[src/rtl/lfs_seq_pkg.sv]
// Package: shared helpers for the line sensor readout sequencer.
// Assumes: pixel count of at least 3 (position 2 must exist before the last).
package lfs_seq_pkg;

    // Width of a position counter that holds 1..n_pix+1.
    function automatic int pos_width(input int n_pix);
        return $clog2(n_pix + 2);
    endfunction

endpackage

[src/rtl/lfs_pix_counter.sv]
// Module: pixel position counter.
// Holds 1..NUM_PIX while a pixel is being read; parks at NUM_PIX+1 (idle)
// after the last pixel and never wraps. A start forces position 1.
// Assumes: start is synchronous to clk; reset is synchronous active-low.
module lfs_pix_counter
    import lfs_seq_pkg::*;
#(
    parameter int NUM_PIX = 32,
    localparam int CW = pos_width(NUM_PIX)
) (
    input  logic          clk,
    input  logic          rst_n,
    input  logic          start,
    output logic [CW-1:0] pos
);

    localparam logic [CW-1:0] POS_FIRST = CW'(1);
    localparam logic [CW-1:0] POS_PARK  = CW'(NUM_PIX + 1);

    // Purpose: restart at pixel 1, otherwise step until the park value.
    always_ff @(posedge clk) begin
        if (!rst_n) begin
            pos <= POS_PARK;
        end else if (start) begin
            pos <= POS_FIRST;
        end else if (pos != POS_PARK) begin
            pos <= pos + POS_FIRST;
        end
    end

    p_pos_range_r3: assert property (@(posedge clk) disable iff (!rst_n)
        (pos >= POS_FIRST) && (pos <= POS_PARK));

    p_start_first_r2: assert property (@(posedge clk) disable iff (!rst_n)
        start |=> (pos == POS_FIRST));

    p_step_r3: assert property (@(posedge clk) disable iff (!rst_n)
        (!start && pos != POS_PARK) |=> (pos == $past(pos) + POS_FIRST));

    p_no_wrap_r7: assert property (@(posedge clk) disable iff (!rst_n)
        (!start && pos == POS_PARK) |=> (pos == POS_PARK));

endmodule

[src/rtl/lfs_hold_ctrl.sv]
// Module: sample-and-hold control for the pixel array.
// hold_main freezes pixels 1..NUM_PIX-1 from the start edge until the last
// pixel is selected; hold_last freezes the last pixel one clock later and
// releases it one clock later. A restart leaves both holds where they are.
// Assumes: pos comes from lfs_pix_counter (1..NUM_PIX, park NUM_PIX+1).
module lfs_hold_ctrl
    import lfs_seq_pkg::*;
#(
    parameter int NUM_PIX = 32,
    localparam int CW = pos_width(NUM_PIX)
) (
    input  logic          clk,
    input  logic          rst_n,
    input  logic          start,
    input  logic [CW-1:0] pos,
    output logic          hold_main,
    output logic          hold_last
);

    localparam logic [CW-1:0] POS_FIRST = CW'(1);
    localparam logic [CW-1:0] POS_PRELAST = CW'(NUM_PIX - 1);
    localparam logic [CW-1:0] POS_LAST  = CW'(NUM_PIX);
    localparam logic [CW-1:0] POS_PARK  = CW'(NUM_PIX + 1);

    // Purpose: freeze the main group on start, release it as the last pixel is selected.
    always_ff @(posedge clk) begin
        if (!rst_n) begin
            hold_main <= 1'b0;
        end else if (start) begin
            hold_main <= 1'b1;
        end else if (pos == POS_PRELAST) begin
            hold_main <= 1'b0;
        end
    end

    // Purpose: freeze the last pixel one clock late and release it one clock late.
    always_ff @(posedge clk) begin
        if (!rst_n) begin
            hold_last <= 1'b0;
        end else if (!start) begin
            if (pos == POS_FIRST) begin
                hold_last <= 1'b1;
            end else if (pos == POS_LAST) begin
                hold_last <= 1'b0;
            end
        end
    end

    p_last_rise_r4: assert property (@(posedge clk) disable iff (!rst_n)
        $rose(hold_last) |-> (($past(pos) == POS_FIRST) && hold_main));

    p_main_fall_r4: assert property (@(posedge clk) disable iff (!rst_n)
        $fell(hold_main) |-> (pos == POS_LAST));

    p_restart_keep_r6: assert property (@(posedge clk) disable iff (!rst_n)
        (start && pos < POS_LAST) |=> (hold_main && $stable(hold_last)));

    p_idle_open_r7: assert property (@(posedge clk) disable iff (!rst_n)
        (pos == POS_PARK) |-> (!hold_main && !hold_last));

endmodule

[src/rtl/lfs_integ_ctl.sv]
// Module: integration control.
// intrst_n is a falling-edge register that goes low for one clock while the
// position counter shows 2, which spans the 2nd to 3rd falling edge after a
// start. integ_en is the registered inverse of the shutter input.
// Assumes: rst_n is synchronous; it is sampled on both clock edges here.
module lfs_integ_ctl
    import lfs_seq_pkg::*;
#(
    parameter int NUM_PIX = 32,
    localparam int CW = pos_width(NUM_PIX)
) (
    input  logic          clk,
    input  logic          rst_n,
    input  logic          shutter,
    input  logic [CW-1:0] pos,
    output logic          intrst_n,
    output logic          integ_en
);

    localparam logic [CW-1:0] POS_CLEAR = CW'(2);

    // Purpose: clear the integration capacitors during reset and at position 2.
    always_ff @(negedge clk) begin
        if (!rst_n) begin
            intrst_n <= 1'b0;
        end else begin
            intrst_n <= (pos != POS_CLEAR);
        end
    end

    // Purpose: connect the photodiodes unless the shutter is closed.
    always_ff @(posedge clk) begin
        if (!rst_n) begin
            integ_en <= 1'b0;
        end else begin
            integ_en <= !shutter;
        end
    end

    p_clear_one_clk_r5: assert property (@(negedge clk) disable iff (!rst_n)
        !intrst_n |=> intrst_n);

    p_shutter_follow_r8: assert property (@(posedge clk) disable iff (!rst_n)
        1'b1 |=> (integ_en == !$past(shutter)));

endmodule

[src/rtl/lfs_sel_decode.sv]
// Module: one-hot pixel select decoder.
// Position n (1..NUM_PIX) selects bit n-1; the park position selects bit 0
// so the output follows pixel 1 while idle.
// Assumes: pos stays within 1..NUM_PIX+1.
module lfs_sel_decode
    import lfs_seq_pkg::*;
#(
    parameter int NUM_PIX = 32,
    localparam int CW = pos_width(NUM_PIX)
) (
    input  logic [CW-1:0]      pos,
    output logic [NUM_PIX-1:0] pix_sel
);

    localparam logic [CW-1:0] POS_PARK = CW'(NUM_PIX + 1);

    for (genvar gi = 0; gi < NUM_PIX; gi++) begin : g_sel
        if (gi == 0) begin : g_first
            // Purpose: pixel 1 is selected in its slot and while parked.
            assign pix_sel[gi] = (pos == CW'(1)) || (pos == POS_PARK);
        end else begin : g_rest
            // Purpose: every other pixel is selected only in its own slot.
            assign pix_sel[gi] = (pos == CW'(gi + 1));
        end
    end

endmodule

[src/rtl/lfs_readout_seq.sv]
// Module: top of the line sensor readout sequencer.
// Ties the position counter, hold control, integration control and select
// decoder together. All outputs are registered or decoded from registers.
// Assumes: start and shutter are synchronous to clk.
module lfs_readout_seq
    import lfs_seq_pkg::*;
#(
    parameter int NUM_PIX = 32
) (
    input  logic               clk,
    input  logic               rst_n,
    input  logic               start,
    input  logic               shutter,
    output logic [NUM_PIX-1:0] pix_sel,
    output logic               hold_main,
    output logic               hold_last,
    output logic               intrst_n,
    output logic               integ_en
);

    localparam int CW = pos_width(NUM_PIX);

    logic [CW-1:0] pos;

    lfs_pix_counter #(.NUM_PIX(NUM_PIX)) u_cnt (
        .clk   (clk),
        .rst_n (rst_n),
        .start (start),
        .pos   (pos)
    );

    lfs_hold_ctrl #(.NUM_PIX(NUM_PIX)) u_hold (
        .clk       (clk),
        .rst_n     (rst_n),
        .start     (start),
        .pos       (pos),
        .hold_main (hold_main),
        .hold_last (hold_last)
    );

    lfs_integ_ctl #(.NUM_PIX(NUM_PIX)) u_integ (
        .clk      (clk),
        .rst_n    (rst_n),
        .shutter  (shutter),
        .pos      (pos),
        .intrst_n (intrst_n),
        .integ_en (integ_en)
    );

    lfs_sel_decode #(.NUM_PIX(NUM_PIX)) u_sel (
        .pos     (pos),
        .pix_sel (pix_sel)
    );

    p_sel_onehot_r9: assert property (@(posedge clk) disable iff (!rst_n)
        $countones(pix_sel) == 1);

    p_hold_order_r4: assert property (@(posedge clk) disable iff (!rst_n)
        (hold_last && !hold_main) |-> pix_sel[NUM_PIX-1]);

endmodule

[config.mk]
export PLATFORM = sky130hd
export DESIGN_NAME = lfs_readout_seq
export DESIGN_NICKNAME = d
export VERILOG_FILES = /design/src/rtl/lfs_seq_pkg.sv /design/src/rtl/lfs_pix_counter.sv /design/src/rtl/lfs_hold_ctrl.sv /design/src/rtl/lfs_integ_ctl.sv /design/src/rtl/lfs_sel_decode.sv /design/src/rtl/lfs_readout_seq.sv
export SDC_FILE = /design/constraint.sdc
export NUM_CORES = 1
export LEC_CHECK = 0
export BUFFER_PORTS_ARGS = -buffer_cell sky130_fd_sc_hd__buf_2
export CAP_MARGIN = 0
export CORE_MARGIN = 10
export CORE_UTILIZATION = 47
export CTS_CLUSTER_SIZE = 25
export DETAILED_ROUTE_END_ITERATION = 7
export GPL_ROUTABILITY_DRIVEN = 0
export HOLD_SLACK_MARGIN = 0.03
export PLACE_DENSITY = 0.82
export SLEW_MARGIN = 40
export SYNTH_ARGS = -nofsm -noshare
export SYNTH_HDL_FRONTEND = slang
export SYNTH_SLANG_ARGS = --single-unit
[constraint.sdc]
create_clock -name clk -period 2.4 [get_ports clk]
set_input_delay 0.24 -clock clk [delete_from_list [all_inputs] [get_ports clk]]
set_output_delay 0.24 -clock clk [all_outputs]
set_load 0.01 [all_outputs]
# ---- Yosys cells after proc, flatten, opt, wreduce, memory -nomap -nowiden
# Cells that the tools add are included.
dict set report op_classes {
  addsub 1
  n_eq_ne 35
  mux 6
  bitwise 2
  reduce_logical 7
}
# op n
set op_table {}
lappend op_table {{$eq 6x5->1 const B} 16}
lappend op_table {{$eq 6x4->1 const B} 8}
lappend op_table {{$eq 6x3->1 const B} 4}
lappend op_table {{$eq 6x2->1 const B} 2}
lappend op_table {{$eq 6x6->1 const B} 2}
lappend op_table {{$mux 6} 2}
lappend op_table {{$add 6x1->6 const B} 1}
lappend op_table {{$eq 6x1->1 const B} 1}
lappend op_table {{$ne 6x2->1 const B} 1}
lappend op_table {{$ne 6x6->1 const B} 1}
lappend op_table {{$reduce_bool 2->1} 3}
lappend op_table {{$mux 1} 4}
lappend op_table {{$not 1->1} 2}
lappend op_table {{$reduce_and 2->1} 1}
lappend op_table {{$reduce_or 2->1} 1}
lappend op_table {{$logic_not 1->1} 1}
lappend op_table {{$logic_or 1x1->1} 1}
dict set report totals {
  reg_bits 10
  input_bits 4
  output_inout_bits 36
  elab_cells 57
}

# ---- Depth between registers and ports, before layout
# Gate-level depths: netlist of run 1.
dict set report depth {
  word_depth 3
  ltp_mapped 5
  ltp_nobuf 5
}

# ---- Modules after synthesis
# From an unflattened synthesis of run 1, not the netlist that was laid out.
dict set report hier_totals {
  cells_unflattened 101
  area_unflattened_um2 737.0
}
# module instances cells_per_inst area_each_um2 seq_area_each_um2
set by_module_without_submodules {}
lappend by_module_without_submodules {lfs_pix_counter 1 33 307.8 120.1}
lappend by_module_without_submodules {lfs_sel_decode 1 48 252.7 0.0}
lappend by_module_without_submodules {lfs_hold_ctrl 1 14 107.6 40.0}
lappend by_module_without_submodules {lfs_integ_ctl 1 6 68.8 40.0}

==> results of run 1 <==
[path summary, 6_finish.rpt]
check                           depth (start not counted)        startpoint  slack, ps          endpoint
worst max-delay path                                    3      u_cnt.pos[3]        170  u_integ.intrst_n
worst min register to register                          2  u_hold.hold_last        450  u_hold.hold_last
worst max register to register                          3      u_cnt.pos[3]        170  u_integ.intrst_n
worst min-delay path                                    2           shutter        130  u_integ.integ_en
[cell families (layout without fill, tap and decap cells)]
| group | Yosys count | count (layout) | synth area share |
|---|---|---|---|
| DFF | 10 | 10 | 0.255 |
| buffers and inverters | 9 | 51 | 0.0701 |
| and+or+nand+nor | 66 | 66 | 0.505 |
| AOI/OAI and AO/OA | 9 | 9 | 0.0733 |
| adders and majority gates | 4 | 4 | 0.0637 |
| xor gates and xnor gates | 3 | 3 | 0.0334 |
[final cells by class]
cell class              count  area share
well taps                  16      0.0194
flip-flops and latches     10       0.194
clock inverters             1     0.00364
inverters                   2     0.00728
multi-input cells          82       0.515
repair buffers             44       0.226
clock buffers               4      0.0352
[per-layer routing]
metal	GRT usage	vias up	share of wire
met3	0.0376	0	0.087
met4	0.0376	0	0
met5	0	-	0
met2	0.207	20	0.49
met1	0.131	369	0.42
li1	-	421	-
[cells in the mapped netlist, types with 2 or more instances]
cell type	number
and2_1	23
dfxtp_1	10
and3_1	9
nor2_1	9
nand2b_1	5
ha_1	4
nand2_1	4
nor2b_1	4
nor3_1	4
inv_1	3
nand3_1	3
o21ai_1	3
buf_2	2
buf_6	2
o21ai_0	2
xor2_1	2
[sequential cells by signal (all words and copies together), names as in the netlist]
name              flops
u_hold.hold_last      1
u_cnt.pos             6
u_integ.intrst_n      1
u_hold.hold_main      1
u_integ.integ_en      1
[report_power, final]
group          leakage, nW  total, mW  switching [mW]  internal, mW
Combinational        0.475     0.0722          0.0434        0.0287
Clock               0.0263      0.154          0.0595        0.0942
Sequential          0.0822      0.180         0.00598         0.174
==> out/metrics.yaml, run 1 <==
grt_pass1_wl_mm: 3.44
syn-num-nets: 109
drc: 0
viasPerCell: 5.09
stdcell_area_um2: 1030
io_buffer_count: 39
fill_cells: 152
leakage_nw: 0.584
die_x_um: 60.9
multi_input_area_um2: 531
h-tree-depth: 1
die_h_um: 60.9
postCtsHoldBufs: 0
firstDrtPassIters: 4
placedCellCount: 155
place_area_um2: 995
cts_buffers: 3
postLayoutCoreUtil: 0.669
cts_setup_buffers: 0
fin_cells: 159
ant_nets: 0
yosysSeqAreaShare: 0.255
synth_edf_count: 0
clkLatencyLatePin_ps: 320
fin_skew_ps: 60.5
synth_top_cell_area_share: 0.255
ys_seq_elements: 10
dpl_worst_slack_ps: 126
totalWireLength_mm: 2.22
clock_sinks: 10
ys_types: 28
dp.final_hpwl_mm: 1.80
seq_area_um2: 200
cts_tree: "built"
cp_slowest_cell: "nor4_1"
dr.first_iter.drc_count: 15
clock_path_buffers: 2
required_ps: 1410
crit_arrival_ps: 1240
mostFrequentLayoutCell: "buf_2"
cp-start-kind: "register"
clock-root-buffer: "clkbuf_4"
fin_hold_ws_ps: 129
path_cells: "nor4_1 -> and2_1 -> nor2b_1"
drive_above_1_share: 0.343
cp_max_fo: 3
dr_total_vias: 810
synthTopCellsByArea: "dfxtp_1 (25%), and2_1 (18%), and3_1 (7.2%)"
setup_viol_count_final: 0
synth_warnings: 0
finalWorstSetupSlack_ps: 170
area_delta_synth_final_pct: 31.2
critPathKind: "register to register"
synthArstFlopShare: 0
grt_overflow: 0
final_cell_mix: "buf_2 (39), and2_1 (23), dfxtp_1 (10)"
finalSetupTns_ps: 0
clk_pin_slew_ps: 70
synth_ff_type: "dfxtp_1"
start_util: 0.510
core-area_um2: 1540
die_area_um2: 3710
grt_max_degree: 13
ir_drop_mv: 0.259
hold_path_class: "input port to register"
post_cts_resize_count: 0
p_per_area_nw_per_um2: 394
rows: 14
fin_nets: 152
grt_pass1_vias: 733
grt_antenna_before_repair: 0
io_pins: 40
antenna_cells: 0
cp_slowest_stage_delay_ps: 420
yosys.area.top_type: "dfxtp_1"
grt_use_total: 0.118
cpLargestDelayFamily: "simple AND/OR/NAND/NOR gates"
status: "complete, no violations"
crit_buf_inv: 0
slew_violations: 0
hold_viol_final: 0
maxCapViolations: 0
rsz0062_at_grt: "false"
synth_area_um2: 786
syn_avg_cell_area_um2: 7.78
tightest_slew_ps: 413
power_mw: 0.406
worst_setup_path_end_kind: "register"
synthCells: 101
slew_headroom: 0.722
wire_per_inst_um: 14.0
Note: power is estimated with default switching activity, not from simulation.
==> run 2, diff against run 1 <==
Settings changed: PLACE_DENSITY 0.82 to 0.89.
==> run 2 against run 1 <==
Compared with the run above:
- global-route usage is 0.17 points higher
- combinational power hardly changed
- first-iteration DRC count down 40%
- cell count did not move
- sequential share of layout area unchanged
- count of clock-buffer cells in the layout unchanged
- routed wire length is 2.8% lower
- sequential cell count is the same
- highest routed layer is now met4
- core utilization stayed put
- hold slack lost 5.2 ps
==> out/metrics.yaml, run 2 (synthesis results as in run 1) <==
clkLatencyLatePin_ps: 330  # about the same
postCtsHoldBufs: 0  # unchanged
fin_nets: 152  # unchanged
fin_skew_ps: 74.0  # +13.5 ps
ant_nets: 0  # unchanged
area_delta_synth_final_pct: 31.2  # unchanged
hold_path_class: "input port to register"
tightest_slew_ps: 363  # -50.0 ps
required_ps: 1470  # +60 ps
internal_power_mw: 0.297  # about the same
slew_headroom: 0.756  # +0.0336
pwr-share-comb: 0.175  # -0.003
slew_violations: 0  # unchanged
start_util: 0.510  # unchanged
p_sw_frac: 0.276  # +0.00732
worst_setup_path_end_kind: "register"
pwr-share-seq: 0.439  # -0.005
fin_cells: 159  # unchanged
wire_per_inst_um: 13.6  # -2.8%
cts_tree: "built"
dr.first_iter.drc_count: 9  # -6
status: "complete, no violations"
min_delay_path_depth: 2  # unchanged
drc: 0  # unchanged
antenna_cells: 0  # unchanged
hp-start: "shutter"
hold_viol_final: 0  # unchanged
dp.final_hpwl_mm: 1.81  # +0.56%
grt_pass1_wl_mm: 3.50  # +1.8%
grt_max_degree: 13  # unchanged
clock_sinks: 10  # unchanged
dpl_worst_slack_ps: 115  # -10.5 ps
cp_max_fo: 7  # +4
die_x_um: 60.9  # unchanged
leakage_nw: 0.584  # unchanged
firstDrtPassIters: 6  # +2
r2r_cells: 4  # +1
grt_use_total: 0.119  # +0.00166
rows: 14  # unchanged
h-tree-depth: 1  # unchanged
ir_drop_mv: 0.334  # +29%
final_cell_mix: "buf_2 (39), and2_1 (23), dfxtp_1 (10)"
clk_pin_slew_ps: 70  # about the same
totalWireLength_mm: 2.16  # -2.8%
p_switching_mw: 0.113  # +3.8%
fin_hold_ws_ps: 123  # -5.23 ps
grt_overflow: 0  # unchanged
maxCapViolations: 0  # unchanged
cts_setup_buffers: 0  # unchanged
io_buffer_count: 39  # unchanged
finalWorstSetupSlack_ps: 173  # +2.79 ps
dr_total_vias: 809  # -0.12%
clock-root-buffer: "clkbuf_4"
viasPerCell: 5.09  # -0.12%
mostFrequentLayoutCell: "buf_2"
clock_path_buffers: 2  # unchanged
die_area_um2: 3710  # unchanged
fill_cells: 134  # -12%
crit_arrival_ps: 1290  # +50 ps
p_clk_frac: 0.386  # +0.008
core-area_um2: 1540  # unchanged
grt_antenna_before_repair: 0  # unchanged
rsz0062_at_grt: "false"
cp-start-kind: "register"
grt_pass1_vias: 817  # +11%
setup_viol_count_final: 0  # unchanged
io_pins: 40  # unchanged
post_cts_resize_count: 0  # unchanged
place_area_um2: 995  # unchanged
multi_input_area_um2: 531  # unchanged
largest_register_ffs: 6  # unchanged
finalSetupTns_ps: 0  # unchanged
stdcell_area_um2: 1030  # unchanged
die_h_um: 60.9  # unchanged
p_per_area_nw_per_um2: 398  # +1.0%
r2r-start: "u_cnt.pos[0]"
seq_area_um2: 200  # unchanged
critPathKind: "register to register"
cts_buffers: 3  # unchanged
largest-register: "u_cnt.pos"
placedCellCount: 155  # unchanged
crit_start: "u_cnt.pos[0]"
drive_above_1_share: 0.343  # unchanged
run 2: worst paths after layout:
path                           end  slack, ps
hold reg to reg   u_hold.hold_main        470
setup reg to reg  u_integ.intrst_n        170
setup / recovery  u_integ.intrst_n        170
hold / removal    u_integ.integ_en        120
run 2: final cells by class:
class	instances	share of cell area
Multi-Input combinational cell	82	0.515
Clock buffer	4	0.0352
Timing Repair Buffer	44	0.226
Sequential cell	10	0.194
Inverter	2	0.00728
Clock inverter	1	0.00364
Tap cell	16	0.0194
run 2: critical path, cell delays in order (launching register included):
cell and delay [ps]:
dfxtp_1 430, inv_1 100, ha_1 220, and2_1 150, nor2b_1 120
run 2: power by group through the flow:
stage	Clock (mW)	Combinational (mW)	Sequential, mW
detailed placement	0.00522	0.0731	0.184
finish	0.158	0.0719	0.180
floorplan	0.00522	0.0478	0.185
CTS	0.161	0.0734	0.180
global placement	0.00522	0.0702	0.183
global route	0.163	0.0813	0.182
run 2: per-stage QoR:
stage / utilization / power, mW
3_5_place_dp: 0.645 / 0.262
5_1_grt: 0.669 / 0.426
3_3_place_gp: 0.645 / 0.259
2_1_floorplan: - / 0.238
4_1_cts: 0.669 / 0.414
6_report: 0.669 / 0.410
run 2: layer usage:
| metal | vias up | part of all wire | global-route usage |
|---|---|---|---|
| li1 | 423 | - | - |
| met1 | 350 | 0.35 | 0.111 |
| met2 | 32 | 0.48 | 0.213 |
| met3 | 4 | 0.16 | 0.0585 |
| met4 | 0 | 0.016 | 0.0596 |
| met5 | - | 0 | 0 |
